<file path="config.mk">
export PLATFORM = sky130hd
export DESIGN_NAME = rotIntCtl
export DESIGN_NICKNAME = d
export VERILOG_FILES = /design/src/rtl/rotIntPkg.sv /design/src/rtl/rotIntDecode.sv /design/src/rtl/rotIntArbiter.sv /design/src/rtl/rotIntCore.sv /design/src/rtl/rotIntCtl.sv
export SDC_FILE = /design/constraint.sdc
export NUM_CORES = 2
export LEC_CHECK = 0
export BUFFER_PORTS_ARGS = -buffer_cell sky130_fd_sc_hd__buf_2
export CAP_MARGIN = 40
export CORE_ASPECT_RATIO = 0.5
export CORE_MARGIN = 4
export CORE_UTILIZATION = 59
export CTS_BUF_LIST = sky130_fd_sc_hd__clkbuf_2
export DETAILED_ROUTE_END_ITERATION = 12
export GPL_TIMING_DRIVEN = 0
export MAX_ROUTING_LAYER = met4
export PLACE_DENSITY = 0.86
export SLEW_MARGIN = 0
export SYNTH_ARGS = -nofsm -noshare
export SYNTH_HDL_FRONTEND = slang
export SYNTH_SLANG_ARGS = --single-unit
</file>
<file path="constraint.sdc">
create_clock -name clk -period 8.5 [get_ports clk]
set_input_delay 0.85 -clock clk [delete_from_list [all_inputs] [get_ports clk]]
set_output_delay 0.85 -clock clk [all_outputs]
set_load 0.02 [all_outputs]
</file>
<file path="src/rtl/rotIntPkg.sv">
package rotIntPkg;

  localparam int NUM_DEST  = 8;
  localparam int EN_BIT    = 3;
  localparam int RISE_BIT  = 5;
  localparam int FALL_BIT  = 6;
  localparam int ROT_BIT   = 6;
  localparam int DEST_IRQ  = 0;
  localparam int DEST_FIQ  = 1;

  typedef enum logic [2:0] {
    RD_NONE,
    RD_WINNER,
    RD_PRIO_IRQ,
    RD_PRIO_FIQ,
    RD_CTL,
    RD_STAT
  } rdSel_t;

  typedef struct packed {
    logic       wrCtl;
    logic       wrStat;
    logic       wrPrioIrq;
    logic       wrPrioFiq;
    logic       ackWinner;
    logic [3:0] wordIdx;
    logic [3:0] laneEn;
    rdSel_t     rdSel;
  } strobes_t;

endpackage

</file>
<file path="src/rtl/rotIntDecode.sv">
module rotIntDecode
  import rotIntPkg::*;
#(
  parameter int ADDR_W = 8
) (
  input  logic [ADDR_W-1:0] addr,
  input  logic              wrEn,
  input  logic              rdEn,
  input  logic [3:0]        wstrb,
  output strobes_t          strobes
);

  localparam int WADDR_W = ADDR_W - 2;

  logic               aligned;
  logic [WADDR_W-1:0] wAddr;
  logic               inCtl;
  logic               inStat;
  logic               isWinner;
  logic               isPrioIrq;
  logic               isPrioFiq;

  assign aligned   = (addr[1:0] == 2'b00);
  assign wAddr     = addr[ADDR_W-1:2];
  assign inCtl     = aligned && (wAddr >= WADDR_W'(8'h40 >> 2)) && (wAddr < WADDR_W'(8'h80 >> 2));
  assign inStat    = aligned && (wAddr >= WADDR_W'(8'h80 >> 2)) && (wAddr < WADDR_W'(8'h88 >> 2));
  assign isWinner  = aligned && (wAddr == WADDR_W'(0));
  assign isPrioIrq = aligned && (wAddr == WADDR_W'(8'h20 >> 2));
  assign isPrioFiq = aligned && (wAddr == WADDR_W'(8'h24 >> 2));

  always_comb begin
    strobes           = '0;
    strobes.wordIdx   = wAddr[3:0];
    strobes.laneEn    = wstrb;
    strobes.wrCtl     = wrEn && inCtl;
    strobes.wrStat    = wrEn && inStat;
    strobes.wrPrioIrq = wrEn && isPrioIrq;
    strobes.wrPrioFiq = wrEn && isPrioFiq;
    strobes.ackWinner = rdEn && isWinner;
    if (isWinner)       strobes.rdSel = RD_WINNER;
    else if (isPrioIrq) strobes.rdSel = RD_PRIO_IRQ;
    else if (isPrioFiq) strobes.rdSel = RD_PRIO_FIQ;
    else if (inCtl)     strobes.rdSel = RD_CTL;
    else if (inStat)    strobes.rdSel = RD_STAT;
    else                strobes.rdSel = RD_NONE;
  end

endmodule

</file>
<file path="src/rtl/rotIntArbiter.sv">
module rotIntArbiter #(
  parameter int NUM_SRC = 64,
  parameter int SRC_W   = $clog2(NUM_SRC)
) (
  input  logic [NUM_SRC-1:0] req,
  input  logic               rotate,
  input  logic [SRC_W-1:0]   lastRep,
  output logic               found,
  output logic [SRC_W-1:0]   winner
);

  localparam logic [SRC_W-1:0] LAST_IDX = SRC_W'(NUM_SRC - 1);
  localparam logic [SRC_W:0]   N_EXT    = (SRC_W+1)'(NUM_SRC);

  logic [SRC_W-1:0] startIdx;
  logic [SRC_W-1:0] pick;

  assign startIdx = (rotate && (lastRep != LAST_IDX)) ? lastRep + SRC_W'(1) : '0;

  always_comb begin
    logic [SRC_W:0] idx;
    found = 1'b0;
    pick  = '0;
    for (int i = 0; i < NUM_SRC; i++) begin
      idx = {1'b0, startIdx} + (SRC_W+1)'(i);
      if (idx >= N_EXT) idx = idx - N_EXT;
      if (!found && req[idx[SRC_W-1:0]]) begin
        found = 1'b1;
        pick  = idx[SRC_W-1:0];
      end
    end
  end

  assign winner = found ? pick : LAST_IDX;

endmodule

</file>
<file path="src/rtl/rotIntCore.sv">
module rotIntCore
  import rotIntPkg::*;
#(
  parameter int NUM_SRC = 64,
  parameter int NUM_AUX = NUM_DEST - 2
) (
  input  logic               clk,
  input  logic               rstN,
  input  logic [NUM_SRC-1:0] srcIn,
  input  strobes_t           strobes,
  input  logic [31:0]        wdata,
  output logic [31:0]        rdata,
  output logic               irqReq,
  output logic               fiqReq,
  output logic [NUM_AUX-1:0] auxReq,
  output logic [NUM_SRC-1:0] statVec,
  output logic [NUM_SRC-1:0] edgeVec
);

  localparam int SRC_W    = $clog2(NUM_SRC);
  localparam int PRIO_W   = 7;

  logic [8*NUM_SRC-1:0]  ctlFlat;
  logic [NUM_SRC-1:0]    pendVec;
  logic [NUM_DEST-1:0]   destReq;
  logic [NUM_SRC-1:0]    irqPend;
  logic [PRIO_W-1:0]     prioIrq;
  logic [PRIO_W-1:0]     prioFiq;
  logic [SRC_W-1:0]      lastRep;
  logic [SRC_W-1:0]      winner;
  logic                  winFound;

  // Per-source slice: control byte, synchronizer, edge latch, status.
  for (genvar s = 0; s < NUM_SRC; s++) begin : g_src
    localparam int WORD = s / 4;
    localparam int LANE = s % 4;
    localparam int SWRD = s / 32;
    localparam int SBIT = s % 32;

    logic [7:0] ctlReg;
    logic       syncA, syncB, syncC;
    logic       edgeLatch;
    logic       isEdge;
    logic       edgeHit;
    logic       clrHit;

    always_ff @(posedge clk or negedge rstN) begin
      if (!rstN) begin
        ctlReg <= '0;
      end else if (strobes.wrCtl && strobes.wordIdx == 4'(WORD) && strobes.laneEn[LANE]) begin
        ctlReg <= wdata[8*LANE +: 8];
      end
    end

    always_ff @(posedge clk or negedge rstN) begin
      if (!rstN) begin
        syncA <= 1'b0;
        syncB <= 1'b0;
        syncC <= 1'b0;
      end else begin
        syncA <= srcIn[s];
        syncB <= syncA;
        syncC <= syncB;
      end
    end

    assign isEdge  = ctlReg[RISE_BIT] | ctlReg[FALL_BIT];
    assign edgeHit = (ctlReg[RISE_BIT] & syncB & ~syncC) |
                     (ctlReg[FALL_BIT] & ~syncB & syncC);
    assign clrHit  = strobes.wrStat && (strobes.wordIdx[0] == 1'(SWRD)) &&
                     strobes.laneEn[SBIT/8] && wdata[SBIT];

    always_ff @(posedge clk or negedge rstN) begin
      if (!rstN)         edgeLatch <= 1'b0;
      else if (!isEdge)  edgeLatch <= 1'b0;
      else if (edgeHit)  edgeLatch <= 1'b1;
      else if (clrHit)   edgeLatch <= 1'b0;
    end

    assign ctlFlat[8*s +: 8] = ctlReg;
    assign statVec[s]        = isEdge ? edgeLatch : syncB;
    assign edgeVec[s]        = isEdge;
    assign pendVec[s]        = ctlReg[EN_BIT] & statVec[s];
  end

  // Destination fan-in: each output ORs the enabled pending sources routed to it.
  always_comb begin
    destReq = '0;
    irqPend = '0;
    for (int s = 0; s < NUM_SRC; s++) begin
      for (int d = 0; d < NUM_DEST; d++) begin
        if (pendVec[s] && (ctlFlat[8*s +: 3] == 3'(d))) destReq[d] = 1'b1;
      end
      irqPend[s] = pendVec[s] && (ctlFlat[8*s +: 3] == 3'(DEST_IRQ));
    end
  end

  assign irqReq = destReq[DEST_IRQ];
  assign fiqReq = destReq[DEST_FIQ];
  assign auxReq = destReq[NUM_DEST-1:2];

  rotIntArbiter #(
    .NUM_SRC(NUM_SRC),
    .SRC_W  (SRC_W)
  ) u_arb (
    .req    (irqPend),
    .rotate (prioIrq[ROT_BIT]),
    .lastRep(lastRep),
    .found  (winFound),
    .winner (winner)
  );

  always_ff @(posedge clk or negedge rstN) begin
    if (!rstN) begin
      prioIrq <= '0;
      prioFiq <= '0;
      lastRep <= SRC_W'(NUM_SRC - 1);
    end else begin
      if (strobes.wrPrioIrq && strobes.laneEn[0]) prioIrq <= wdata[PRIO_W-1:0];
      if (strobes.wrPrioFiq && strobes.laneEn[0]) prioFiq <= wdata[PRIO_W-1:0];
      if (strobes.ackWinner && winFound)           lastRep <= winner;
    end
  end

  always_comb begin
    rdata = '0;
    case (strobes.rdSel)
      RD_WINNER:   rdata[SRC_W-1:0]  = winner;
      RD_PRIO_IRQ: rdata[PRIO_W-1:0] = prioIrq;
      RD_PRIO_FIQ: rdata[PRIO_W-1:0] = prioFiq;
      RD_CTL: begin
        for (int b = 0; b < 4; b++) begin
          rdata[8*b +: 8] = ctlFlat[8*{strobes.wordIdx, 2'(b)} +: 8];
        end
      end
      RD_STAT:     rdata = statVec[32*strobes.wordIdx[0] +: 32];
      default:     rdata = '0;
    endcase
  end

endmodule

</file>
<file path="src/rtl/rotIntCtl.sv">
module rotIntCtl
  import rotIntPkg::*;
(
  input  logic        clk,
  input  logic        rstN,
  input  logic [63:0] srcIn,
  input  logic [7:0]  addr,
  input  logic        wrEn,
  input  logic        rdEn,
  input  logic [3:0]  wstrb,
  input  logic [31:0] wdata,
  output logic [31:0] rdata,
  output logic        irqReq,
  output logic        fiqReq,
  output logic [5:0]  auxReq
);

  strobes_t    strobes;
  logic [63:0] statVec;
  logic [63:0] edgeVec;

  rotIntDecode #(.ADDR_W(8)) u_dec (
    .addr   (addr),
    .wrEn   (wrEn),
    .rdEn   (rdEn),
    .wstrb  (wstrb),
    .strobes(strobes)
  );

  rotIntCore #(.NUM_SRC(64), .NUM_AUX(6)) u_core (
    .clk    (clk),
    .rstN   (rstN),
    .srcIn  (srcIn),
    .strobes(strobes),
    .wdata  (wdata),
    .rdata  (rdata),
    .irqReq (irqReq),
    .fiqReq (fiqReq),
    .auxReq (auxReq),
    .statVec(statVec),
    .edgeVec(edgeVec)
  );

endmodule

</file>
==> out/qor.csv, run 1 <==
stage;metric;value;unit
grt;vias in the first global route;63800;
placement;Final Wtd Congestion;1.35;
floorplan;Rows;76;
placement;DPL Wire Length;222000;um
outcome;Failed at;global routing (5_1_grt);
synth;Distinct cells, synth;100;
clock_tree;CTS buffer count;174;
floorplan;Die Wd;429;um
outcome;status;stopped before the end;
synth;share of the synthesized area in the top cell type;37.5;%
floorplan;effective utilization at floorplan;60.1;%
synth;most common cell in the synthesized netlist;dfrtp_1;
synth;Post-Syn Area;52200;um^2
clock_tree;Max Root-Sink Buffers;3;
synth;flops & latches, synth;788;
grt;grt total ovfl;11;
synth;Post-Synthesis Cells;4958;
synth;async set-reset flop share out of synthesis;100;%
grt;largest net degree at the start of global routing;136;
outcome;tool error;[ERROR GRT-0116] Global routing finished with congestion. Check the congestion regions in the DRC Viewer.;
clock_tree;htree depth;4;
grt;first-pass GRT wire length;486000;um
placement;PortBufs;137;
floorplan;Top-Level Pins;152;
synth;Seq/Total Area, Yosys;37.8;%
synth;area leader, netlist;dfrtp_1;
clock_tree;CTS sink cnt;788;
synth;Syn Nets;5086;
clock_tree;Clock Tree Root;clkbuf_2;
synth;Synth top cells by count;dfrtp_1 (782), mux2_2 (567), nand2_1 (421);
synth;Mean Syn Cell Area;10.5;um^2
floorplan;die span in y;218;um
synth;synth warn;0;
synth;Post-synth EDFFs;0;
synth;Synth Flop Type;dfrtp_1;
synth;synth top area cells;dfrtp_1 (38%), mux2_2 (12%), mux4_2 (12%), nand2_1 (3.0%), mux2i_1 (2.8%);
grt;Total Routing Usage GR;75.2;%
[routing by layer]
layer,global-route usage [%],GRT overflow
met5,-,-
met4,71.3,6
met3,61.7,1
met2,88.6,4
met1,74.3,0
[cell families after synthesis]
kind of cell | after synthesis | synth area share [%]
AOI/OAI and AO/OA | 1107 | 14.5
xor gates and xnor gates | 74 | 1.24
adders and majority gates | 16 | 0.384
buffers and inverters | 325 | 2.60
DFF | 788 | 37.8
muxes | 986 | 26.8
and+or+nand+nor | 1662 | 16.7
[per-stage QoR]
step           worst slack (ps)  std cells  util [%]  hold slack, ps  area [um^2]
3_3_place_gp              -8860       6265      62.6             332        54300
3_5_place_dp              -3300       6449      64.9             335        56400
2_1_floorplan               194       4958         -             331        52200
4_1_cts                    -509       6987      71.4            1.41        62000
[timing repair]
action	in CTS
hold buffers	151
resized for setup	361
endpoints found under the setup margin	13
setup buffers	99
cloned	2
endpoints found under the hold margin	430
pin swaps	55
==> inputs of run 2 (changes only) <==
--- a/config.mk
+++ b/config.mk
@@ -7,14 +7,11 @@
 export LEC_CHECK = 0
 export BUFFER_PORTS_ARGS = -buffer_cell sky130_fd_sc_hd__buf_2
 export CAP_MARGIN = 40
-export CORE_ASPECT_RATIO = 0.5
 export CORE_MARGIN = 4
-export CORE_UTILIZATION = 59
-export CTS_BUF_LIST = sky130_fd_sc_hd__clkbuf_2
+export CORE_UTILIZATION = 40
 export DETAILED_ROUTE_END_ITERATION = 12
 export GPL_TIMING_DRIVEN = 0
-export MAX_ROUTING_LAYER = met4
-export PLACE_DENSITY = 0.86
+export PLACE_DENSITY_LB_ADDON = 0.15
 export SLEW_MARGIN = 0
 export SYNTH_ARGS = -nofsm -noshare
 export SYNTH_HDL_FRONTEND = slang
==> constraint.sdc (replaced) <==
create_clock -name clk -period 11.1 [get_ports clk]
set_input_delay 1.11 -clock clk [delete_from_list [all_inputs] [get_ports clk]]
set_output_delay 1.11 -clock clk [all_outputs]
set_load 0.02 [all_outputs]
==> out/qor.csv, run 2 <==
stage;metric;value;unit;change
outcome;status;finished clean;;was stopped before the end
finish;Synth-to-Final Area Change;15.8;%;
placement;DP Area;57300;um^2;was 56400 um^2
routing;DR WL met3;37000;um;
routing;uppermost layer routed;met5;;
synth;synth top area cells;dfrtp_1 (38%), mux2_2 (12%), mux4_2 (12%), nand2_1 (3.0%), mux2i_1 (2.8%);;unchanged
grt;Total Routing Usage GR;44.6;%;
setup_path;critical path endpoint category;primary output;;
sta;Final Hold Slack;272;ps;
job;MaxCap Viol Count;0;;
synth;Synth top cells by count;dfrtp_1 (782), mux2_2 (567), nand2_1 (421);;unchanged
finish;most frequent cells in the layout;dfrtp_1 (782), mux2_2 (567), nand2_1 (421), nor2_1 (296), o21ai_0 (283);;
floorplan;core region area;129000;um^2;
sta;min Tclk post-route;10870;ps;
grt;vias in the first global route;47200;;
synth;Seq/Total Area, Yosys;37.8;%;unchanged
finish;commonest non-fill, non-tap cell in the layout;dfrtp_1;;
grt;first-pass GRT wire length;414000;um;
sta;Final Max Slew Viols;0;;
placement;DPL Wire Length;255000;um;was 222000 um
setup_path;Startpoint Class;flop;;
floorplan;Die Area;136000;um^2;
finish;ratio of cells with drive above 1 in the final layout;28.0;%;
sta;max_slew headroom;27.4;%;
pwr;Static Leak;26.3;nW;
synth;most common cell in the synthesized netlist;dfrtp_1;;unchanged
placement;placed cell count;7038;;was 6449
placement;PortBufs;137;;unchanged
synth;share of the synthesized area in the top cell type;37.5;%;unchanged
clock_tree;hold_buf cts;0;;was 151
sta;setup ws final;226;ps;
clock_tree;CTS tree;yes;;
routing;router iterations before antenna repair;6;;
grt;grt total ovfl;0;;
routing;Final ANT Viol Nets;0;;
sta;final setup skew;69.9;ps;
sta;Max Fclk;92.0;MHz;
clock_tree;CTS sink cnt;788;;unchanged
worst_hold_path;HP Class;in2async;;
pwr;maximum VDD drop;0.000159;V;
pwr;pwr/cell area;119;nW/um^2;
finish;fin area;60400;um^2;
synth;Post-Syn Area;52200;um^2;unchanged
synth;Synth Flop Type;dfrtp_1;;unchanged
synth;Post-Synthesis Cells;4958;;unchanged
clock_tree;htree depth;3;;was 4
floorplan;Top-Level Pins;152;;unchanged
synth;area leader, netlist;dfrtp_1;;unchanged
floorplan;Rows;132;;was 76
routing;total number of vias;50300;;
synth;flops & latches, synth;788;;unchanged
clock_tree;Worst-Skew Late Latency;750;ps;
sta;Hold Violations, Final;0;;
routing;DR WL met2;129000;um;
setup_path;Critical Path RT;9990;ps;
setup_path;crit-path max FO;17;;
sta;RSZ-0062 raised after global routing;no;;
finish;Reg with most FFs;u_core.g_src.ctlReg;;
synth;Mean Syn Cell Area;10.5;um^2;unchanged
pwr;total power;7.16;mW;
sta;fin crit share;98.0;%;
routing;DRT iter0 DRCs;7251;;
floorplan;effective utilization at floorplan;40.3;%;was 60.1%
synth;Distinct cells, synth;100;;unchanged
clock_tree;Clock Tree Root;clkbuf_16;;was clkbuf_2
finish;fin cells;7213;;
synth;Syn Nets;5086;;unchanged
grt;initial antenna violation count;38;;
floorplan;Die Wd;369;um;was 429 um
finish;nets;5516;;
synth;Post-synth EDFFs;0;;unchanged
routing;WL final;310000;um;
placement;Place WS;-1120;ps;was -3300 ps
routing;DRC;0;;
clock_tree;Reg clk slew, reported paths;60;ps;
synth;synth warn;0;;unchanged
routing;metal1 wirelength;119000;um;
sta;Tightest Pin Transition;1090;ps;
placement;Final Wtd Congestion;1.12;;was 1.35
clock_tree;Max Root-Sink Buffers;3;;unchanged
finish;max reg flops;512;;
setup_path;arrival time worst endpoint;9760;ps;
sta;final setup vio count;0;;
synth;async set-reset flop share out of synthesis;100;%;unchanged
routing;vias per cell;6.97;;
grt;largest net degree at the start of global routing;123;;
floorplan;die span in y;369;um;was 218 um
setup_path;WS Path Type;reg2out;;
routing;WL per Instance;43.0;um;
clock_tree;CTS buffer count;86;;was 174
[run 2: cell counts after synthesis]
Identical to the previous run, type by type.
[run 2: logic make-up (layout without fill, tap and decap cells)]
family                   count (synthesis)  after routing  synth area share, %
adder cells (fa/ha/maj)                 16             16                0.384
AND/OR/NAND/NOR                       1662           1662                 16.7
buffers and inverters                  325            819                 2.60
other                                    0             19                    0
AO/OA/AOI/OAI                         1107           1107                 14.5
flip-flops                             788            788                 37.8
multiplexers                           986            986                 26.8
XOR/XNOR                                74             74                 1.24
[run 2: stage by stage]
stage               util [%]  setup TNS (ps)
floorplan                  -               0
global placement        42.5        -6010250
detailed placement      44.2           -4540
CTS                     46.6               0
global route            46.6               0
finish                  46.7               0
[run 2: repair_timing]
action                                  4_1_cts  5_1_grt
gates resized for setup                      21        6
buffers inserted                              4        0
pin swaps                                     1        0
endpoints found under the setup margin        7        4
[run 2: metal layers]
layer  vias up  GRT usage (%)
met5         -              0
met4        38           27.3
met3       986           15.7
met2      3597           64.3
met1     25800           57.4
li1      19900              -
[run 2: worst paths after layout]
check	startpoint	endpoint	slack [ps]	cells after the start
max in group asynchronous	rstN	u_core.prioFiq[2]	8650	4
hold reg to reg	u_core.g_src[4].syncA	u_core.g_src[4].syncB	320	0
min in group clk	u_core.g_src[4].syncA	u_core.g_src[4].syncB	320	0
setup / recovery	u_core.lastRep[1]	rdata[4]	230	24
setup reg to reg	u_core.lastRep[1]	u_core.lastRep[4]	2160	23
hold / removal	rstN	u_core.g_src[49].ctlReg[4]	270	1
[run 2: critical path, cell delays in order (launching register included)]
cell and delay, ps:
dfstp_2 610, ha_1 230, xor2_1 380, nand2_2 480
clkinv_2 540, ha_1 270, clkbuf_1 620, a21oi_2 110
xnor2_1 650, buf_6 240, mux4_2 640, nand2_1 130
o21ai_1 230, nor4_4 550, nor4b_4 400, and4_2 450
buf_2 280, buf_2 280, nand3_1 290, o21ai_0 320
o2111ai_1 260, a211o_1 360, a31oi_1 330, o21ai_1 110
buf_2 180
[run 2: area by class of cell]
cell class / count / area, um^2
antenna: 19 / 47.5
fill: 12200 / 69100
multi-input combinational: 3845 / 31300
inverter: 82 / 309
timing repair buffer: 345 / 2870
sequential: 788 / 19700
clock inverter: 31 / 435
tap: 1742 / 2180
clock buffer: 121 / 2470
buffer: 240 / 1070
[run 2: power by group]
group	internal, mW	switching (mW)
combinational	0.367	0.768
clock	1.67	1.28
sequential	2.97	0.111
Power figures use the tool's default switching activity.
